## src/rtl/lsa_pkg.sv

```systemverilog
package lsa_pkg;
    localparam int INSTR_W   = 32;
    localparam int REG_IDX_W = 4;
    localparam int POS_LOAD  = 20;
    localparam int POS_WBACK = 21;
    localparam int POS_BYTE  = 22;
    localparam int RD_LSB    = 12;
    localparam int RN_LSB    = 16;
    localparam logic [REG_IDX_W-1:0] PC_IDX = 4'd15;

    typedef enum logic [1:0] {
        ACC_LD_WORD = 2'd0,
        ACC_LD_BYTE = 2'd1,
        ACC_ST_WORD = 2'd2,
        ACC_ST_BYTE = 2'd3
    } acc_kind_e;
endpackage

```

## src/rtl/lsa_decode.sv

```systemverilog
module lsa_decode
    import lsa_pkg::*;
#(
    parameter int LANE_BITS = 2
) (
    input  logic                 valid,
    input  logic [INSTR_W-1:0]   instr,
    input  logic [LANE_BITS-1:0] addr_lo,
    output acc_kind_e            kind,
    output logic [REG_IDX_W-1:0] rd,
    output logic                 unpred,
    output logic                 impl_def
);
    logic                 is_load;
    logic                 is_byte;
    logic                 wback;
    logic [REG_IDX_W-1:0] rn;
    logic                 kind_bad;
    logic                 unused_instr_bits;

    assign is_load = instr[POS_LOAD];
    assign is_byte = instr[POS_BYTE];
    assign wback   = instr[POS_WBACK];
    assign rd      = instr[RD_LSB +: REG_IDX_W];
    assign rn      = instr[RN_LSB +: REG_IDX_W];
    assign unused_instr_bits = ^{instr[INSTR_W-1:POS_BYTE+1], instr[RD_LSB-1:0]};

    always_comb begin
        unique case ({is_load, is_byte})
            2'b10:   kind = ACC_LD_WORD;
            2'b11:   kind = ACC_LD_BYTE;
            2'b00:   kind = ACC_ST_WORD;
            default: kind = ACC_ST_BYTE;
        endcase
    end

    always_comb begin
        kind_bad = 1'b0;
        impl_def = 1'b0;
        unique case (kind)
            ACC_LD_WORD: kind_bad = (rd == PC_IDX) && (addr_lo != '0);
            ACC_LD_BYTE: kind_bad = (rd == PC_IDX);
            ACC_ST_BYTE: kind_bad = (rd == PC_IDX);
            ACC_ST_WORD: impl_def = valid && (rd == PC_IDX);
            default:     kind_bad = 1'b0;
        endcase
        unpred = valid && (kind_bad || (wback && (rd == rn)));
    end
endmodule

```

## src/rtl/lsa_load_align.sv

```systemverilog
module lsa_load_align
    import lsa_pkg::*;
#(
    parameter int DATA_W = 32
) (
    input  logic                          active,
    input  acc_kind_e                     kind,
    input  logic [REG_IDX_W-1:0]          rd,
    input  logic [$clog2(DATA_W/8)-1:0]   addr_lo,
    input  logic [DATA_W-1:0]             rdata,
    output logic [DATA_W-1:0]             wb_data
);
    localparam int LANES     = DATA_W / 8;
    localparam int LANE_BITS = $clog2(LANES);
    localparam logic [DATA_W-1:0] PC_KEEP = {{(DATA_W-LANE_BITS){1'b1}}, {LANE_BITS{1'b0}}};

    logic [7:0]          lane [LANES];
    logic [2*DATA_W-1:0] doubled;
    logic [DATA_W-1:0]   rotated;

    for (genvar i = 0; i < LANES; i++) begin : g_lane
        assign lane[i] = rdata[8*i +: 8];
    end

    assign doubled = {rdata, rdata};
    assign rotated = doubled[{addr_lo, 3'b000} +: DATA_W];

    always_comb begin
        wb_data = '0;
        if (active) begin
            unique case (kind)
                ACC_LD_WORD: wb_data = (rd == PC_IDX) ? (rotated & PC_KEEP) : rotated;
                ACC_LD_BYTE: wb_data = {{(DATA_W-8){1'b0}}, lane[addr_lo]};
                default:     wb_data = '0;
            endcase
        end
    end
endmodule

```

## src/rtl/lsa_store_lane.sv

```systemverilog
module lsa_store_lane
    import lsa_pkg::*;
#(
    parameter int DATA_W = 32
) (
    input  logic                          active,
    input  acc_kind_e                     kind,
    input  logic [$clog2(DATA_W/8)-1:0]   addr_lo,
    input  logic [DATA_W-1:0]             src,
    output logic [DATA_W-1:0]             st_data,
    output logic [DATA_W/8-1:0]           st_be
);
    localparam int LANES     = DATA_W / 8;
    localparam int LANE_BITS = $clog2(LANES);

    for (genvar i = 0; i < LANES; i++) begin : g_lane
        always_comb begin
            st_data[8*i +: 8] = 8'h00;
            st_be[i]          = 1'b0;
            if (active) begin
                unique case (kind)
                    ACC_ST_WORD: begin
                        st_data[8*i +: 8] = src[8*i +: 8];
                        st_be[i]          = 1'b1;
                    end
                    ACC_ST_BYTE: begin
                        st_data[8*i +: 8] = src[7:0];
                        st_be[i]          = (addr_lo == LANE_BITS'(i));
                    end
                    default: begin
                        st_data[8*i +: 8] = 8'h00;
                        st_be[i]          = 1'b0;
                    end
                endcase
            end
        end
    end
endmodule

```

## src/rtl/lsa_align_unit.sv

```systemverilog
module lsa_align_unit
    import lsa_pkg::*;
#(
    parameter int DATA_W  = 32,
    parameter bit OUT_REG = 1'b0
) (
    input  logic                          clk,
    input  logic                          rst_n,
    input  logic                          req_valid,
    input  logic [INSTR_W-1:0]            instr,
    input  logic [$clog2(DATA_W/8)-1:0]   addr_lo,
    input  logic [DATA_W-1:0]             mem_rdata,
    input  logic [DATA_W-1:0]             src_data,
    output logic                          out_valid,
    output logic [DATA_W-1:0]             wb_data,
    output logic [DATA_W-1:0]             st_data,
    output logic [DATA_W/8-1:0]           st_be,
    output logic                          unpred,
    output logic                          impl_def
);
    localparam int LANES     = DATA_W / 8;
    localparam int LANE_BITS = $clog2(LANES);

    acc_kind_e            kind;
    logic [REG_IDX_W-1:0] rd;
    logic                 c_unpred;
    logic                 c_impl;
    logic [DATA_W-1:0]    c_wb;
    logic [DATA_W-1:0]    c_sd;
    logic [LANES-1:0]     c_be;

    lsa_decode #(.LANE_BITS(LANE_BITS)) u_decode (
        .valid    (req_valid),
        .instr    (instr),
        .addr_lo  (addr_lo),
        .kind     (kind),
        .rd       (rd),
        .unpred   (c_unpred),
        .impl_def (c_impl)
    );

    lsa_load_align #(.DATA_W(DATA_W)) u_load (
        .active  (req_valid),
        .kind    (kind),
        .rd      (rd),
        .addr_lo (addr_lo),
        .rdata   (mem_rdata),
        .wb_data (c_wb)
    );

    lsa_store_lane #(.DATA_W(DATA_W)) u_store (
        .active  (req_valid),
        .kind    (kind),
        .addr_lo (addr_lo),
        .src     (src_data),
        .st_data (c_sd),
        .st_be   (c_be)
    );

    if (OUT_REG) begin : g_reg
        always_ff @(posedge clk or negedge rst_n) begin
            if (!rst_n) begin
                out_valid <= 1'b0;
                wb_data   <= '0;
                st_data   <= '0;
                st_be     <= '0;
                unpred    <= 1'b0;
                impl_def  <= 1'b0;
            end else begin
                out_valid <= req_valid;
                wb_data   <= c_wb;
                st_data   <= c_sd;
                st_be     <= c_be;
                unpred    <= c_unpred;
                impl_def  <= c_impl;
            end
        end

        a_r13_reg_follow: assert property (@(posedge clk) disable iff (!rst_n)
            req_valid |=> out_valid);
        a_r13_reg_idle: assert property (@(posedge clk) disable iff (!rst_n)
            !req_valid |=> (!out_valid && st_be == '0));
    end else begin : g_comb
        assign out_valid = req_valid;
        assign wb_data   = c_wb;
        assign st_data   = c_sd;
        assign st_be     = c_be;
        assign unpred    = c_unpred;
        assign impl_def  = c_impl;
    end

    a_r4_byte_be_onehot: assert property (@(posedge clk) disable iff (!rst_n)
        (req_valid && !instr[POS_LOAD] && instr[POS_BYTE]) |-> ($countones(c_be) == 1 && c_be[addr_lo]));
    a_r6_load_no_be: assert property (@(posedge clk) disable iff (!rst_n)
        (req_valid && instr[POS_LOAD]) |-> (c_be == '0 && c_sd == '0));
    a_r2_byte_upper_zero: assert property (@(posedge clk) disable iff (!rst_n)
        (req_valid && instr[POS_LOAD] && instr[POS_BYTE]) |-> (c_wb[DATA_W-1:8] == '0));
    a_r3_pc_aligned: assert property (@(posedge clk) disable iff (!rst_n)
        (req_valid && instr[POS_LOAD] && !instr[POS_BYTE] && instr[RD_LSB +: REG_IDX_W] == PC_IDX)
        |-> (c_wb[LANE_BITS-1:0] == '0));
    a_r12_idle_quiet: assert property (@(posedge clk) disable iff (!rst_n)
        !req_valid |-> (c_be == '0 && !c_unpred && !c_impl && c_wb == '0));
    a_r10_impl_word_store: assert property (@(posedge clk) disable iff (!rst_n)
        c_impl |-> (&c_be));
endmodule

```

## config.mk

```make
export PLATFORM = sky130hd
export DESIGN_NAME = lsa_align_unit
export DESIGN_NICKNAME = d
export VERILOG_FILES = /design/src/rtl/lsa_pkg.sv /design/src/rtl/lsa_decode.sv /design/src/rtl/lsa_load_align.sv /design/src/rtl/lsa_store_lane.sv /design/src/rtl/lsa_align_unit.sv
export SDC_FILE = /design/constraint.sdc
export NUM_CORES = 1
export LEC_CHECK = 0
export BUFFER_PORTS_ARGS = -buffer_cell sky130_fd_sc_hd__buf_2
export CAP_MARGIN = 40
export CORE_MARGIN = 2
export CORE_UTILIZATION = 34
export DETAILED_ROUTE_END_ITERATION = 7
export GPL_TIMING_DRIVEN = 0
export PLACE_DENSITY = 0.8
export SLEW_MARGIN = 20
export SYNTH_ARGS = -nofsm -noshare
export SYNTH_HDL_FRONTEND = slang
export SYNTH_HIERARCHICAL = 1
export SYNTH_SLANG_ARGS = --single-unit
```

## constraint.sdc

```tcl
create_clock -name vclk -period 1.4
set_input_delay 0.28 -clock vclk [all_inputs]
set_output_delay 0.28 -clock vclk [all_outputs]
set_load 0.02 [all_outputs]
```

# == Yosys cells after proc, flatten, opt, wreduce, memory -nomap -nowiden ==
# Index checks and enable logic that the tools add are counted.
# word_totals
register_bits,0
output_inout_bits,71
elab_cells,49
# op_classes
order_cmp,1
n_eq_ne,10
shift,1
muxes,25
bitwise_logic,1
n_reduce_logical,11
# op_table
op,n
32-bit one-hot mux with 2 select lines,1
64-bit by 6-bit variable part select with 32-bit output,1
8-bit two-way mux,7
8-bit one-hot mux with 2 select lines,3
32-bit two-way mux,1
8-bit binary-select mux with 2-bit select,1
2-bit == test (second input constant),6
1-bit one-hot mux with 2 select lines,5
2-bit logical NOT,3
2-bit one-hot mux with 3 select lines,1
1-bit two-way mux,5
2-bit by 1-bit == test with 1-bit output (second input constant),2
4-bit == test,1
4-bit == test (second input constant),1
1-bit logical AND,4
2-bit OR reduction,2
3-bit greater-or-equal comparator (second input constant),1
2-bit NOT with 3-bit output,1
2-bit two-way mux,1
2-bit nonzero test,1
1-bit logical OR,1

# == Depth between registers and ports, before layout ==
# Gate-level depths: netlist (run 1).
# depth
ltp_word,7
depth_mapped,5
mapped_depth_nobuf,3

# == Modules after synthesis ==
# Netlist (run 1), hierarchy kept.
# by_module_without_submodules
mod,instances,cells_per_inst,area_each_um2,seq_area_each_um2
lsa_load_align,1,77,1063.5,0.0
lsa_store_lane,1,79,529.3,0.0
lsa_decode,1,17,127.6,0.0
lsa_align_unit,1,1,7.5,0.0

# == Worst setup path before layout (run 1) ==
# No wires, ideal clock.
# synth_path
path_kind,input to output
start,in instr[20]
end,out wb_data[11]
arrival_ps,1240
slack_ps,-120
stages,4
n_path_buf,1
cell_sequence,inv_1 -> nor3b_1 -> clkbuf_1 -> and2_1
# synth_via
elab_chain_cells,5
elab_cells_between_ends,8
# synth_lines
element,line,rtl
"start, declared",lsa_align_unit.sv:10,"input logic [INSTR_W-1:0] instr,"
2-bit == test or 2-bit logical NOT (tied branches),lsa_decode.sv:29,"unique case ({is_load, is_byte})"
2-bit one-hot mux with 3 select lines (*),lsa_decode.sv:29,
2-bit by 1-bit == test with 1-bit output or 2-bit logical NOT (tied branches),lsa_load_align.sv:31,unique case (kind)
32-bit one-hot mux with 2 select lines (*),lsa_load_align.sv:31,
32-bit two-way mux (*),lsa_load_align.sv:30,if (active) begin
"end, declared",lsa_align_unit.sv:15,"output logic [DATA_W-1:0] wb_data,"
# Every way passes the cells marked *; elsewhere a longest branch is shown, timed or not.

# == Final worst setup path (run 1) ==
# layout_path
start,in addr_lo[0]
end,out wb_data[0]
# layout_via
elab_chain_cells,6
elab_cells_between_ends,8
# layout_lines
element,line,rtl
"start, declared",lsa_align_unit.sv:11,"input logic [$clog2(DATA_W/8)-1:0] addr_lo,"
"parallel branches: the longest is 4 deep, another holds 64-bit by 6-bit variable part select with 32-bit output",n/a,
32-bit one-hot mux with 2 select lines (*),lsa_load_align.sv:31,
32-bit two-way mux (*),lsa_load_align.sv:30,
# Every way passes the cells marked *. The select of a mux whose other input is x is not followed.

==> results.yml, run 1 <==
timing:
  setup_viol_count_final: 68
  finalCritPeriodShare_pct: 122
  rsz0062_at_grt: "true"
  drv_slew: 0
  setup_ws_ns: -0.312
  min_period_ns: 1.71
  max_freq_mhz: 584
  slew_headroom_pct: 68.5
  finalHoldViolCount: 0
  worst_pin_slew_ns: 0.470
grt:
  grt_usage_pct: 31.3
  grt_overflow: 0
  grt_pass1_wl_um: 13400
  grt_pass1_vias: 2544
  antenna_found_initial: 1
  grt_max_degree: 16
cts:
  hold_buffers: 0
synthesis:
  synth_area_um2: 1730
  yosys.area.top_type: "mux4_2"
  yosys_warnings: 6
  synth_cells: 174
  synth_common_cells: "and2_1 (30), mux4_2 (30), nand2b_1 (26)"
  seq_area_frac_synth_pct: 0
  synth_fp_nets: 275
  synth_area_per_cell_um2: 9.93
  netlist_top_cells_area: "mux4_2 (39%), and2_1 (11%), a21oi_2 (9.6%), nand2b_1 (9.4%), buf_6 (4.6%)"
  ys_types: 28
  yosysTopAreaCellShare_pct: 39.1
finish:
  layout-drive-gt1-share_pct: 96.0
  seq_cells: 0
  layout.nets: 457
  post-route-util_pct: 83.9
  finalNonFillerCells: 423
  regArea_um2: 0
  clock_buffers: 0
  syn2layout_area_growth_pct: 134
die:
  start_util_pct: 35.9
  die_area_um2: 5670
  io_pins: 172
  fp.dieW_um: 75.3
  core_area_um2: 4820
  fp-row-count: 25
  die_h_um: 75.3
status:
  status: "finished with violations"
  failed_checks: "negative setup slack"
power:
  switching_share_pct: 45.4
  combinationalPowerShare_pct: 100.0
  p_leak_nw: 1.84
  clockPowerShare_pct: 0
  p_int_uw: 728
  seq_power_share_pct: 0
  irDropWorstVdd_uv: 224
  switchingPower_uw: 605
  p_per_area_nw_per_um2: 330
route:
  firstDrtPassIters: 4
  wl_um: 10200
  vias_per_cell: 5.81
  vias: 2456
  drtIter0Drc: 121
  routedWlPerCell_um: 24.0
  drtAntennaViolNets: 0
  drcViolationCount: 0
place:
  numPortBuffers: 149
  dp_hpwl_um: 5190
  gp_congestion: 0.860
  dp_slack_ns: -0.520
  dp.cells: 390
worst_setup_path:
  critPathArrivalTime_ns: 1.43
  cp_max_fo: 6
  path_cells: "buf_12 > buf_12 > buf_12 > mux4_2 > o211a_4 > buf_6"
  max_stage_delay_ns: 0.52
  critPathRequiredTime_ns: 1.12
  cp_slowest_cell: "mux4_2"
  worst_setup_path_end_kind: "output port"
  criticalPathCategory: "in -> out"
  critPathMostFrequentCell: "buf_12"
  startpoint: "addr_lo[0]"
  start_kind: "primary input"
hold_path:
  min-delay-start: "src_data[31]"
  hold_class: "in -> out"
run:
  cap_violations: 0
timing repair:
action	4_1_cts	5_1_grt
cloned	8	0
pin swaps	42	5
buffers inserted	22	7
endpoints found under the setup margin	62	68
resized for setup	190	65
critical path: cells and delay by family:
kind | cells | cell delay [ns]
buf+inv | 4 | 0.46
compound gates | 1 | 0.16
mux | 1 | 0.52
kinds of logic after synthesis:
family | count (synthesis) | synth area share (%)
mux | 32 | 42.1
simple gates | 82 | 28.6
buf+inv | 23 | 11.8
xor+xnor | 4 | 2.03
compound gates | 33 | 15.4
path summary, 6_finish.rpt:
| kind | slack (ns) | end | cells after the start |
|---|---|---|---|
| hold / removal | 0.90 | st_data[31] | 4 |
| setup / recovery | -0.31 | wb_data[0] | 6 |
layout make-up:
| class | instances | area (um2) |
|---|---|---|
| fill | 252 | 777 |
| tap | 67 | 83.8 |
| antenna | 2 | 5.00 |
| inverter | 1 | 7.51 |
| multi-input combinational | 151 | 2030 |
| buffer | 21 | 307 |
| timing repair buffer | 181 | 1600 |
layout by cell type, fill, tap and decap left out, types with 2 or more instances in the layout:
cell	netlist	layout
o211a_4	0	2
buf_8	0	9
mux4_2	30	32
nand2_2	0	8
nand2b_4	0	24
buf_4	8	27
buf_16	0	4
a21oi_4	0	17
a21oi_2	19	10
and3_4	0	7
nand3_1	2	2
nand2b_1	26	2
buf_6	7	73
buf_12	2	13
o21a_1	2	2
xor2_1	3	3
buf_2	2	76
diode_2	0	2
and2_4	0	30
power by group through the flow:
stage / combinational (mW) / clock [mW] / sequential [mW]
5_1_grt: 1.38 / 0.0000000954 / 0
6_report: 1.33 / 0.000000191 / 0
2_1_floorplan: 0.557 / 0 / 0
4_1_cts: 1.19 / 0 / 0
3_3_place_gp: 0.827 / 0 / 0
3_5_place_dp: 0.851 / 0 / 0
metal layers:
metal  wire (um)  GRT usage, %
met5           0             0
met4         382          11.1
met3         788          5.56
met2        5620          57.8
met1        3380          36.0
through the flow:
stage               setup TNS (ns)  instance area [um2]  hold slack (ns)  power [mW]
finish                      -10.92                 4040            0.897        1.33
detailed placement          -21.36                 2700            0.856       0.851
global route                -12.26                 4040            0.913        1.38
floorplan                    -1.49                 1870            0.643       0.557
global placement            -21.00                 2700            0.852       0.827
CTS                         -10.26                 3760            0.895        1.19
Power figures use the tool's default switching activity.
==> run 2: changes to the inputs <==
--- a/config.mk
+++ b/config.mk
@@ -7,11 +7,13 @@
 export LEC_CHECK = 0
 export BUFFER_PORTS_ARGS = -buffer_cell sky130_fd_sc_hd__buf_2
 export CAP_MARGIN = 40
+export CELL_PAD_IN_SITES_DETAIL_PLACEMENT = 1
+export CELL_PAD_IN_SITES_GLOBAL_PLACEMENT = 1
 export CORE_MARGIN = 2
-export CORE_UTILIZATION = 34
+export CORE_UTILIZATION = 23
 export DETAILED_ROUTE_END_ITERATION = 7
 export GPL_TIMING_DRIVEN = 0
-export PLACE_DENSITY = 0.8
+export PLACE_DENSITY_LB_ADDON = 0.1
 export SLEW_MARGIN = 20
 export SYNTH_ARGS = -nofsm -noshare
 export SYNTH_HDL_FRONTEND = slang
==> run 2 against run 1 <==
- the flow still finishes with violations (negative setup slack)
- cell area decreased by 1.1%
- die area increased by 45%
- global-route usage decreased by 12 points
- via count decreased by 11%
- hold slack improved by 0.0049 ns
- critical path depth increased by 1
- non-clock buffer count decreased by 2
- total power decreased by 5.4%
- flip-flop and latch count unchanged
- sequential share of layout area unchanged
- critical path type unchanged
- largest cell class unchanged
==> results.yml, run 2 (same netlist as run 1, synthesis figures left out) <==
timing:
  worst_pin_slew_ns: 0.304
  min_period_ns: 1.76
  setup_viol_count_final: 66
  setup_ws_ns: -0.363
  finalHoldViolCount: 0
  slew_headroom_pct: 79.7
  rsz0062_at_grt: "true"
  max_freq_mhz: 567
  drv_slew: 0
  finalCritPeriodShare_pct: 126
route:
  wl_um: 8330
  vias_per_cell: 4.86
  drtAntennaViolNets: 0
  drtIter0Drc: 33
  firstDrtPassIters: 4
  drcViolationCount: 0
  routedWlPerCell_um: 18.5
  vias: 2190
power:
  p_per_area_nw_per_um2: 316
  p_leak_nw: 1.80
  irDropWorstVdd_uv: 129
  finalPower_mw: 1.26
die:
  fp.dieW_um: 90.7
  io_pins: 172
  start_util_pct: 23.8
  fp-row-count: 31
  core_area_um2: 7250
  die_area_um2: 8220
  die_h_um: 90.7
grt:
  grt_usage_pct: 19.3
  grt_pass1_vias: 2430
  antenna_found_initial: 0
  grt_max_degree: 16
  grt_pass1_wl_um: 13000
  grt_overflow: 0
finish:
  clock_buffers: 0
  final_cell_mix: "buf_2 (79), buf_6 (70), mux4_2 (32)"
  layout_commonest_cell: "buf_2"
  layout.nets: 455
  syn2layout_area_growth_pct: 131
  post-route-util_pct: 55.1
  seq_cells: 0
  layout-drive-gt1-share_pct: 93.8
  diodes: 0
  regArea_um2: 0
hold_path:
  min-delay-start: "src_data[13]"
  hold_class: "in -> out"
  holdPathStages: 4
  hold_path_end: "st_data[13]"
place:
  gp_congestion: 0.737
  dp_hpwl_um: 5600
  numPortBuffers: 149
worst_setup_path:
  worst_setup_path_end_kind: "output port"
  critPathRequiredTime_ns: 1.12
  cp_max_fo: 6
  criticalPathCategory: "in -> out"
  start_kind: "primary input"
  critPathArrivalTime_ns: 1.48
status:
  status: "finished with violations"
  failed_checks: "negative setup slack"
run:
  cap_violations: 0
==> run 2: cell types whose count changed in the layout (fill, tap and decap cells not counted), sizes merged <==
cell / previous run / this run
buf: 202 / 199
clkbuf: 0 / 1
diode: 2 / 0
==> run 2: layer usage <==
layer  global-route usage [%]  wire length [um]  up-vias
met2                     37.4              4750       81
met1                     23.0              3030     1085
met3                     2.42               464        6
li1                         -                 -     1018
met5                        0                 0        -
met4                     2.44                85        0
==> run 2: layout make-up <==
class	count	area [um2]
inverters	1	7.51
plain buffers	21	283
repair buffers	179	1570
multi-input cells	151	2010
fillers	803	3260
well taps	99	124
==> run 2: how the worst max path moves through the flow <==
| stage | from | end | slack [ns] |
|---|---|---|---|
| 5_1_grt | addr_lo[0] | wb_data[14] | -0.39 |
| 6_report | addr_lo[0] | wb_data[27] | -0.36 |
| 2_1_floorplan | addr_lo[0] | wb_data[0] | -0.07 |
| 4_1_cts | addr_lo[0] | wb_data[14] | -0.37 |
| 3_5_place_dp | instr[20] | wb_data[2] | -0.65 |
| 3_3_place_gp | instr[20] | wb_data[2] | -0.63 |
==> run 2: what timing repair did <==
item,CTS,global route
gates cloned,7,0
endpoints found under the setup margin,60,66
hold endpoints to repair,0,0
buffers inserted,20,4
gates resized for setup,194,43
hold buffers,0,0
pin swaps,33,5
==> run 2: critical path: stages <==
cell,delay [ns]
buf_8,0.08
buf_12,0.13
buf_12,0.11
buf_16,0.11
mux4_2,0.50
and2_4,0.15
buf_6,0.12
==> run 2: power breakdown <==
| group | switching, mW | total [mW] | leakage (nW) | internal (mW) |
|---|---|---|---|---|
| clock | 0 | 0 | 0 | 0 |
| sequential | 0 | 0 | 0 | 0 |
| combinational | 0.554 | 1.26 | 1.80 | 0.707 |
==> run 2: stage by stage <==
stage	area [um2]	TNS [ns]	setup slack [ns]	instances	hold WS, ns
after global routing	3990	-15.35	-0.393	451	0.917
after floorplan	1870	-1.49	-0.0665	174	0.643
after global placement	2740	-24.16	-0.631	422	0.850
final	3990	-12.73	-0.363	451	0.902
after CTS	3770	-11.67	-0.365	449	0.899
after detailed placement	2740	-24.53	-0.648	422	0.854
